`src/rtl/csvs_pkg.sv`:
```
// Package: shared widths and reset constants for the composite sync separator.
// Assumes a single pixel clock domain for every user.
package csvs_pkg;
    localparam int unsigned THR_W   = 8;
    localparam int unsigned THR_RST = 32;

    typedef logic [THR_W-1:0] thr_t;

    // Index of each dwell counter in the direction array.
    localparam int unsigned DIR_RISE = 0;
    localparam int unsigned DIR_FALL = 1;
    localparam int unsigned DIR_N    = 2;
endpackage

```
`src/rtl/csvs_thr_reg.sv`:
```
// Threshold register: holds the dwell threshold and takes a new value on a write strobe.
// Assumes the writer is synchronous to clk. Reset loads RST_VAL.
module csvs_thr_reg #(
    parameter int unsigned W       = csvs_pkg::THR_W,
    parameter int unsigned RST_VAL = csvs_pkg::THR_RST
) (
    input  logic         clk,
    input  logic         rst_n,
    input  logic         we,
    input  logic [W-1:0] wdata,
    output logic [W-1:0] thr
);
    localparam logic [W-1:0] RST_Q = W'(RST_VAL);

    // Load the default on reset, otherwise capture written data.
    always_ff @(posedge clk) begin
        if (!rst_n) begin
            thr <= RST_Q;
        end else if (we) begin
            thr <= wdata;
        end
    end
endmodule

```
`src/rtl/csvs_dwell_ctr.sv`:
```
// Dwell counter: counts consecutive edges at which `arm` is high.
// It flags `hit` once the count has reached the threshold. The count clears
// whenever arm drops or hit fires. Assumes the owner clears arm after a hit.
// Because the comparison is greater-or-equal, a lowered threshold never lets the count wrap.
module csvs_dwell_ctr #(
    parameter int unsigned W = csvs_pkg::THR_W
) (
    input  logic         clk,
    input  logic         rst_n,
    input  logic         arm,
    input  logic [W-1:0] thr,
    output logic         hit
);
    logic [W-1:0] cnt;

    // Hit when the run already counted has reached the threshold.
    always_comb begin
        hit = arm && (cnt >= thr);
    end

    // Advance while armed, restart on disarm or completion.
    always_ff @(posedge clk) begin
        if (!rst_n) begin
            cnt <= '0;
        end else if (!arm || hit) begin
            cnt <= '0;
        end else begin
            cnt <= cnt + 1'b1;
        end
    end
endmodule

```
`src/rtl/csvs_out_stage.sv`:
```
// Output stage: registered vertical sync, set by the rise hit and cleared by the fall hit.
// Assumes the two hits are never high together, which holds because each is armed
// for only one output level.
module csvs_out_stage (
    input  logic clk,
    input  logic rst_n,
    input  logic set_hit,
    input  logic clr_hit,
    output logic vs
);
    // Move the output level on a completed dwell.
    always_ff @(posedge clk) begin
        if (!rst_n) begin
            vs <= 1'b0;
        end else if (set_hit) begin
            vs <= 1'b1;
        end else if (clr_hit) begin
            vs <= 1'b0;
        end
    end
endmodule

```
`src/rtl/csync_vsep.sv`:
```
// Top: separates vertical sync from an active-high composite sync.
// It uses one dwell counter per direction and a programmable threshold register.
// Assumes csync_in is already synchronous to clk.
module csync_vsep (
    input  logic       clk,
    input  logic       rst_n,
    input  logic       csync_in,
    input  logic       thr_we,
    input  logic [7:0] thr_wdata,
    output logic       vsync_out
);
    import csvs_pkg::*;

    thr_t              thr_q;
    logic [DIR_N-1:0]  arm;
    logic [DIR_N-1:0]  hit;

    csvs_thr_reg #(.W(THR_W), .RST_VAL(THR_RST)) u_thr (
        .clk   (clk),
        .rst_n (rst_n),
        .we    (thr_we),
        .wdata (thr_wdata),
        .thr   (thr_q)
    );

    // Arm each direction when the input disagrees with the output that way.
    always_comb begin
        arm[DIR_RISE] = csync_in & ~vsync_out;
        arm[DIR_FALL] = ~csync_in & vsync_out;
    end

    for (genvar gi = 0; gi < DIR_N; gi++) begin : g_dir
        csvs_dwell_ctr #(.W(THR_W)) u_ctr (
            .clk   (clk),
            .rst_n (rst_n),
            .arm   (arm[gi]),
            .thr   (thr_q),
            .hit   (hit[gi])
        );
    end

    csvs_out_stage u_out (
        .clk     (clk),
        .rst_n   (rst_n),
        .set_hit (hit[DIR_RISE]),
        .clr_hit (hit[DIR_FALL]),
        .vs      (vsync_out)
    );
endmodule

```
`config.mk`:
```
export PLATFORM = sky130hd
export DESIGN_NAME = csync_vsep
export DESIGN_NICKNAME = d
export VERILOG_FILES = /design/src/rtl/csvs_pkg.sv /design/src/rtl/csvs_thr_reg.sv /design/src/rtl/csvs_dwell_ctr.sv /design/src/rtl/csvs_out_stage.sv /design/src/rtl/csync_vsep.sv
export SDC_FILE = /design/constraint.sdc
export NUM_CORES = 1
export LEC_CHECK = 0
export ABC_CLOCK_PERIOD_IN_PS = 1600
export BUFFER_PORTS_ARGS = -buffer_cell sky130_fd_sc_hd__buf_2
export CAP_MARGIN = 30
export CORE_AREA = 5 5 57 59
export CTS_BUF_LIST = sky130_fd_sc_hd__clkbuf_2
export DETAILED_ROUTE_END_ITERATION = 12
export DIE_AREA = 0 0 62 64
export PLACE_DENSITY = 0.75
export SETUP_SLACK_MARGIN = 0.15
export SLEW_MARGIN = 10
export SYNTH_ARGS = -nofsm -noshare
export SYNTH_HDL_FRONTEND = slang
export SYNTH_SLANG_ARGS = --single-unit
```
`constraint.sdc`:
```
create_clock -name clk -period 1.6 [get_ports clk]
set_input_delay 0.16 -clock clk [delete_from_list [all_inputs] [get_ports clk]]
set_output_delay 0.16 -clock clk [all_outputs]
set_load 0.01 [all_outputs]
```
=== Word level (Yosys, flattened, before mapping) ===
Cells that the tools add are included.

* Register bits: 25
* Output and inout bits: 1

* $add $sub $neg: 2
* $lt $le $gt $ge: 2
* Mux-type cells: 2
* Bitwise logic cells: 5
* Reductions and logical operators: 9

{| class="wikitable"
|+ Operators by type and width
! operator !! count
|-
| adder 8 x 1 -> 8 bit (second input constant) || 2
|-
| >= comparator 8 bit || 2
|-
| OR reduction 2 bit || 2
|-
| inverter 1 bit || 3
|-
| bitwise AND 1 bit || 2
|-
| logical AND 1 bit || 2
|-
| logical NOT 1 bit || 2
|-
| logical OR 1 bit || 2
|-
| two-way mux 1 bit || 2
|-
| nonzero test 2 bit || 1
|}

=== Depth between registers and ports, before layout ===
* Depth after elaboration: 5
* Mapped depth: 6
* Gate-level depth less buffers: 6

=== By module ===
From an unflattened synthesis, not the netlist that was laid out.

* Cell total of the unflattened synthesis: 148
* Area total of the unflattened synthesis: 1406.3 µm²

{| class="wikitable"
|+ Modules (own cells, without submodules)
! module !! instances !! cells each !! area each (µm²)
|-
| csvs_dwell_ctr || 2 || 59 || 525.5
|-
| csvs_thr_reg || 1 || 25 || 299.0
|-
| csvs_out_stage || 1 || 3 || 41.3
|-
| csync_vsep || 1 || 2 || 15.0
|}

=== Worst setup path before layout ===
No wires, ideal clock.

* Kind: register to register
* From: register g_dir[1].u_ctr.cnt[0]
* To: register u_out.vs
* Setup time: 0.059 ns
* Arrival: 1.516 ns
* Path slack: 0.025 ns
* Cell stages (with the launch flop): 7
* Clock period less this slack: 1.575 ns
* Cells stage by stage: dfxtp_1 -> inv_1 -> ha_1 -> nand2b_4 -> a2111oi_4 -> o21a_1 -> o221a_2

* Cells in the longest elaborated chain, start to end: 3

{| class="wikitable"
|+ Ends and longest elaborated chain
! what !! line !! text
|-
| from (decl) || csvs_dwell_ctr.sv:14 || <nowiki>logic [W-1:0] cnt;</nowiki>
|-
| from (signal assigned) || csvs_dwell_ctr.sv:28 || <nowiki>cnt <= cnt + 1'b1;</nowiki>
|-
| >= comparator 8 bit || csvs_dwell_ctr.sv:18 || <nowiki>hit = arm && (cnt >= thr);</nowiki>
|-
| logical AND 1 bit || csvs_dwell_ctr.sv:18 ||
|-
| nonzero test 2 bit (no source line) || - ||
|-
| to (signal assigned) || csvs_out_stage.sv:14 || <nowiki>vs <= 1'b0;</nowiki>
|-
| to (signal assigned) || csvs_out_stage.sv:16 || <nowiki>vs <= 1'b1;</nowiki>
|-
| to (signal assigned) || csvs_out_stage.sv:18 || <nowiki>vs <= 1'b0;</nowiki>
|-
| to (decl) || csvs_out_stage.sv:9 || <nowiki>output logic vs</nowiki>
|}

Every way passes these cells.
A chain may end at the register's enable or synchronous reset.

=== Worst setup path in the final report ===
* From: register u_thr.thr[5]
* To: register u_out.vs

* Cells in the longest elaborated chain, start to end: 3

{| class="wikitable"
|+ Ends and longest elaborated chain
! what !! line !! text
|-
| from (decl) || csvs_thr_reg.sv:11 || <nowiki>output logic [W-1:0] thr</nowiki>
|-
| from (signal assigned) || csvs_thr_reg.sv:20 || <nowiki>thr <= wdata;</nowiki>
|-
| >= comparator 8 bit || csvs_dwell_ctr.sv:18 ||
|-
| logical AND 1 bit || csvs_dwell_ctr.sv:18 ||
|-
| two-way mux 1 bit / nonzero test 2 bit (equally long branches) || - ||
|}

Parallel ways exist; a longest one is shown, timed or not.

==> out/metrics.sh <==
POWERDENSITY_nW_PER_UM2=625.7
SYNTH_LARGEST_AREA_CELL='sky130_fd_sc_hd__dfxtp_1'
I_O_PIN_COUNT=13
CELLS_AFTER_SYNTHESIS=138
TIMING.RR.START='u_thr.thr[5]$_SDFFE_PN1P_'
DRTPASS1ITERATIONS=4
AVGROUTEDWIREPERCELL_UM=14.60
CLK_LATENCY_PS=340
CRIT_PATH_START_KIND='flip-flop'
HOLD_BUFFERS=0
SYNTH.FF_LATCH_COUNT=25
PLACED_CELLS_INCL_TAPS=186
WORST-SETUP-PATH-TYPE='flip-flop to flip-flop'
TOTAL_NUMBER_OF_VIAS=1071
INITIAL_UTILIZATION_PCT=52.26
DIE-AREA_UM2=3968
CELLLEAKAGEPOWER_nW=0.7192
DIE_HEIGHT_UM=64
ROUTED_WL_MM=2.862
SYNTH-EDFF-COUNT=0
SEQ_AREA_FRAC_SYNTH_PCT=35.97
YS.FLOP_TYPE='sky130_fd_sc_hd__dfxtp_1'
MIN_PATH_TYPE='input port to flip-flop'
WORST-R2R-CELL-COUNT=6
FIRST_PASS_GRT_WIRE_LENGTH_MM=5.037
FIN_NETS=196
CTS_NUM_SINKS=25
CLK_TRANSITION_REPORTED_PATHS_PS=230
CRITPATHMAXSTAGEDELAY_PS=380
POST_LAYOUT_UTIL_PCT=67.29
POST-SYNTH-TOP-COUNT-CELL='sky130_fd_sc_hd__dfxtp_1'
MAX-CAP-VIOLATIONS=0
POST-ROUTE-PERIOD-UTIL_PCT=102.8
TIMING.FMAX_GHz=0.6081
GPL.FINAL_WEIGHTED_CONGESTION=0.8036
LARGEST_NET_DEGREE_AT_THE_START_OF_GLOBAL_ROUTING=14
NET_COUNT_AFTER_SYNTHESIS=168
HOLDCRITSTARTPOINT='thr_wdata[5]'
MAX_FANOUT_ON_CRITICAL_PATH=5
YOSYS-TOP-CELLS-AREA='sky130_fd_sc_hd__dfxtp_1 (36%), sky130_fd_sc_hd__ha_1 (16%), sky130_fd_sc_hd__mux2i_1 (5.0%), sky130_fd_sc_hd__xor2_1 (5.0%), sky130_fd_sc_hd__inv_1 (3.8%)'
MULTI_INPUT_AREA_UM2=1007
PORT_BUFFERS=12
FINALSETUPVIOLATIONS=6
HOLD_PATH_END='u_thr.thr[5]$_SDFFE_PN1P_'
ASYNCSETRESETFLOPFRACSYNTH_PCT=0
POST_SYNTH_NUM_CELL_TYPES=29
POST-PLACE-WS_PS=-96.35
SYN_AREA_PER_CELL_UM2=10.08
FINAL-MAX-SLEW-VIOLATION-COUNT=0
TOTAL_DRC_ERRORS_IN_THE_ROUTED_LAYOUT=0
GLOBAL_ROUTE.USAGE.TOTAL_PCT=16.61
YOSYS.AREA.TOP_TYPE_SHARE_PCT=35.97
SYNTHESIS.YOSYS.WARNINGS=0
VIAS_PER_CELL=5.464
DRT-INITIAL-DRC-COUNT=23
CTS_TREE='yes'
ENDPOINT_KIND='flip-flop'
DIE_W_UM=62
PEAKVDDDROP_V=0.0004108
FINAL_AREA_UM2=1792
FINALSETUPTNS_PS=-84.34
WORST_CLOCK_SKEW_PS=9.524
RSZ0062_AT_GRT='true'
CELL_DEPTH_OF_THE_WORST_HOLD_PATH=3
AREAGROWTHSYNTHTOFINISH_PCT=28.78
CRIT_SLOWEST_CELL='sky130_fd_sc_hd__dfxtp_2'
FINISH.CELL_COUNT_WITHOUT_FILLERS=196
FINALPOWER_mW=1.121
SEQ_CELL_AREA_UM2=513.0
FIN_HOLD_WS_PS=29.35
CRITICAL_PATH.REG2REG.ENDPOINT='u_out.vs$_SDFFE_PN0P_'
FINAL.MIN_CLOCK_PERIOD_PS=1644
WORST_EP_REQUIRED_TIME_PS=1900
MAX_SLEW.WORST_PIN.SLEW_PS=464.5
INSERTEDDIODECOUNT=0
SYNTH.CELL_AREA_UM2=1391
FIRST_GLOBAL_VIAS=1106
HTREEDEPTH=1
GRT_OVERFLOW_TOTAL=0
PLACE_AREA_UM2=1594
NFILLCELLS=220
HOLD_VIOLATIONS=0
MAX_SLEW_MARGIN_PCT=68.96
FINAL_ANTENNA_NET_COUNT=0
WORSTPATHARRIVAL_PS=1940
CTS.ROOT.BUFFER_CELL='sky130_fd_sc_hd__clkbuf_2'
CRITICAL_PATH_CELL_BY_CELL='inv_2 -> buf_4 -> ha_4 -> nand4_1 -> a31oi_4 -> o221a_2'
RUN_STATUS='complete, but fails checks'
HPWLAFTERDP_MM=2.038
NUMBER_OF_ANTENNA_VIOLATIONS_AT_THE_FIRST_CHECK_IN_GLOBAL_ROUTING=0
SYNTH.CELLS.MOST_FREQUENT='sky130_fd_sc_hd__dfxtp_1 (25), sky130_fd_sc_hd__ha_1 (18), sky130_fd_sc_hd__inv_1 (14)'
CORE_AREA_UM2=2663
FF2FF_SETUP_SLACK_PS=-40
FINAL.SETUP.WORST_SLACK_PS=-44.45
VIOLATED_CHECKS='setup timing'
CTS.PATH.MAX_BUFFERS=2
DRIVE_ABOVE_1_SHARE_PCT=40.61
PLACEMENTROWS=19
NUMCTSBUFFERS=3
## power by group
| group | switching [mW] | internal, mW | total (mW) |
|---|---|---|---|
| Sequential | 0.0103 | 0.643 | 0.653 |
| Combinational | 0.110 | 0.105 | 0.214 |
| Clock | 0.188 | 0.0660 | 0.254 |
## worst max-delay path: cells and delay by family (launching register included)
| kind | cells | cell delay (ps) |
|---|---|---|
| DFF | 1 | 380 |
| buffers and inverters | 2 | 160 |
| adders and majority gates | 1 | 250 |
| AOI/OAI and AO/OA | 2 | 620 |
| and+or+nand+nor | 1 | 190 |
## kinds of logic after synthesis
| group | share of synthesized area, % |
|---|---|
| buffers and inverters | 4.406 |
| xor gates and xnor gates | 7.554 |
| DFF | 35.97 |
| adders and majority gates | 16.19 |
| and+or+nand+nor | 18.88 |
| AOI/OAI and AO/OA | 11.96 |
| muxes | 5.036 |
## cell usage in the layout, fill, tap and decap left out, types with 2 or more instances in the layout
master                     Yosys  layout
sky130_fd_sc_hd__dfxtp_1      25      15
sky130_fd_sc_hd__nor4_2        0       5
sky130_fd_sc_hd__mux2i_1       7       7
sky130_fd_sc_hd__nor4_4        0       2
sky130_fd_sc_hd__o21a_1        2       2
sky130_fd_sc_hd__buf_2         1      13
sky130_fd_sc_hd__and3_1        4       3
sky130_fd_sc_hd__ha_4          0       6
sky130_fd_sc_hd__nor2_1        9       9
sky130_fd_sc_hd__o211ai_1      4       4
sky130_fd_sc_hd__inv_1        14       9
sky130_fd_sc_hd__nand3_1       7       7
sky130_fd_sc_hd__xnor2_1       4       4
sky130_fd_sc_hd__buf_4         0      10
sky130_fd_sc_hd__ha_1         18      12
sky130_fd_sc_hd__nand2_1       2       2
sky130_fd_sc_hd__clkbuf_2      0       4
sky130_fd_sc_hd__and3_4        0       2
sky130_fd_sc_hd__dfxtp_2       0      10
sky130_fd_sc_hd__xor2_1        8       8
sky130_fd_sc_hd__inv_2         0       5
sky130_fd_sc_hd__nor2b_1       8       8
sky130_fd_sc_hd__nand4_1       3       3
## registers in the layout, summed over array words and instances, names as in the netlist
signal and count:
g_dir.u_ctr.cnt 16, u_thr.thr 8, u_out.vs 1
## layer usage
metal	part of all wire (%)	vias to the layer above	track usage, %	wire, um
li1	-	548	-	-
met1	43	495	20.32	1238
met2	50	22	28.89	1418
met3	5.0	6	2.414	142
met4	2.1	0	5.305	61
met5	0	-	0	0
## how the worst max path moves through the flow
| stage | cells after the start | from | to |
|---|---|---|---|
| after floorplan | 6 | u_thr.thr[1]$_SDFFE_PN0P_ | u_out.vs$_SDFFE_PN0P_ |
| after global placement | 6 | u_thr.thr[1]$_SDFFE_PN0P_ | u_out.vs$_SDFFE_PN0P_ |
| after detailed placement | 6 | u_thr.thr[5]$_SDFFE_PN1P_ | g_dir[0].u_ctr.cnt[1]$_SDFF_PP0_ |
| after CTS | 5 | u_thr.thr[1]$_SDFFE_PN0P_ | g_dir[1].u_ctr.cnt[7]$_SDFF_PP0_ |
| after global routing | 7 | u_thr.thr[1]$_SDFFE_PN0P_ | u_out.vs$_SDFFE_PN0P_ |
| final | 6 | u_thr.thr[5]$_SDFFE_PN1P_ | u_out.vs$_SDFFE_PN0P_ |
## area by class of cell
| type | count | share of cell area (%) |
|---|---|---|
| inverters | 14 | 2.933 |
| well taps | 31 | 2.165 |
| flip-flops and latches | 25 | 28.63 |
| multi-input cells | 98 | 56.22 |
| repair buffers | 24 | 8.939 |
| clock buffers | 4 | 1.117 |
## what timing repair did
item	CTS	global route
buffers inserted	4	0
gates resized for setup	18	4
gates cloned	2	0
setup endpoints to repair	17	17
pin swaps	9	6
(Power assumes the default switching activity.)
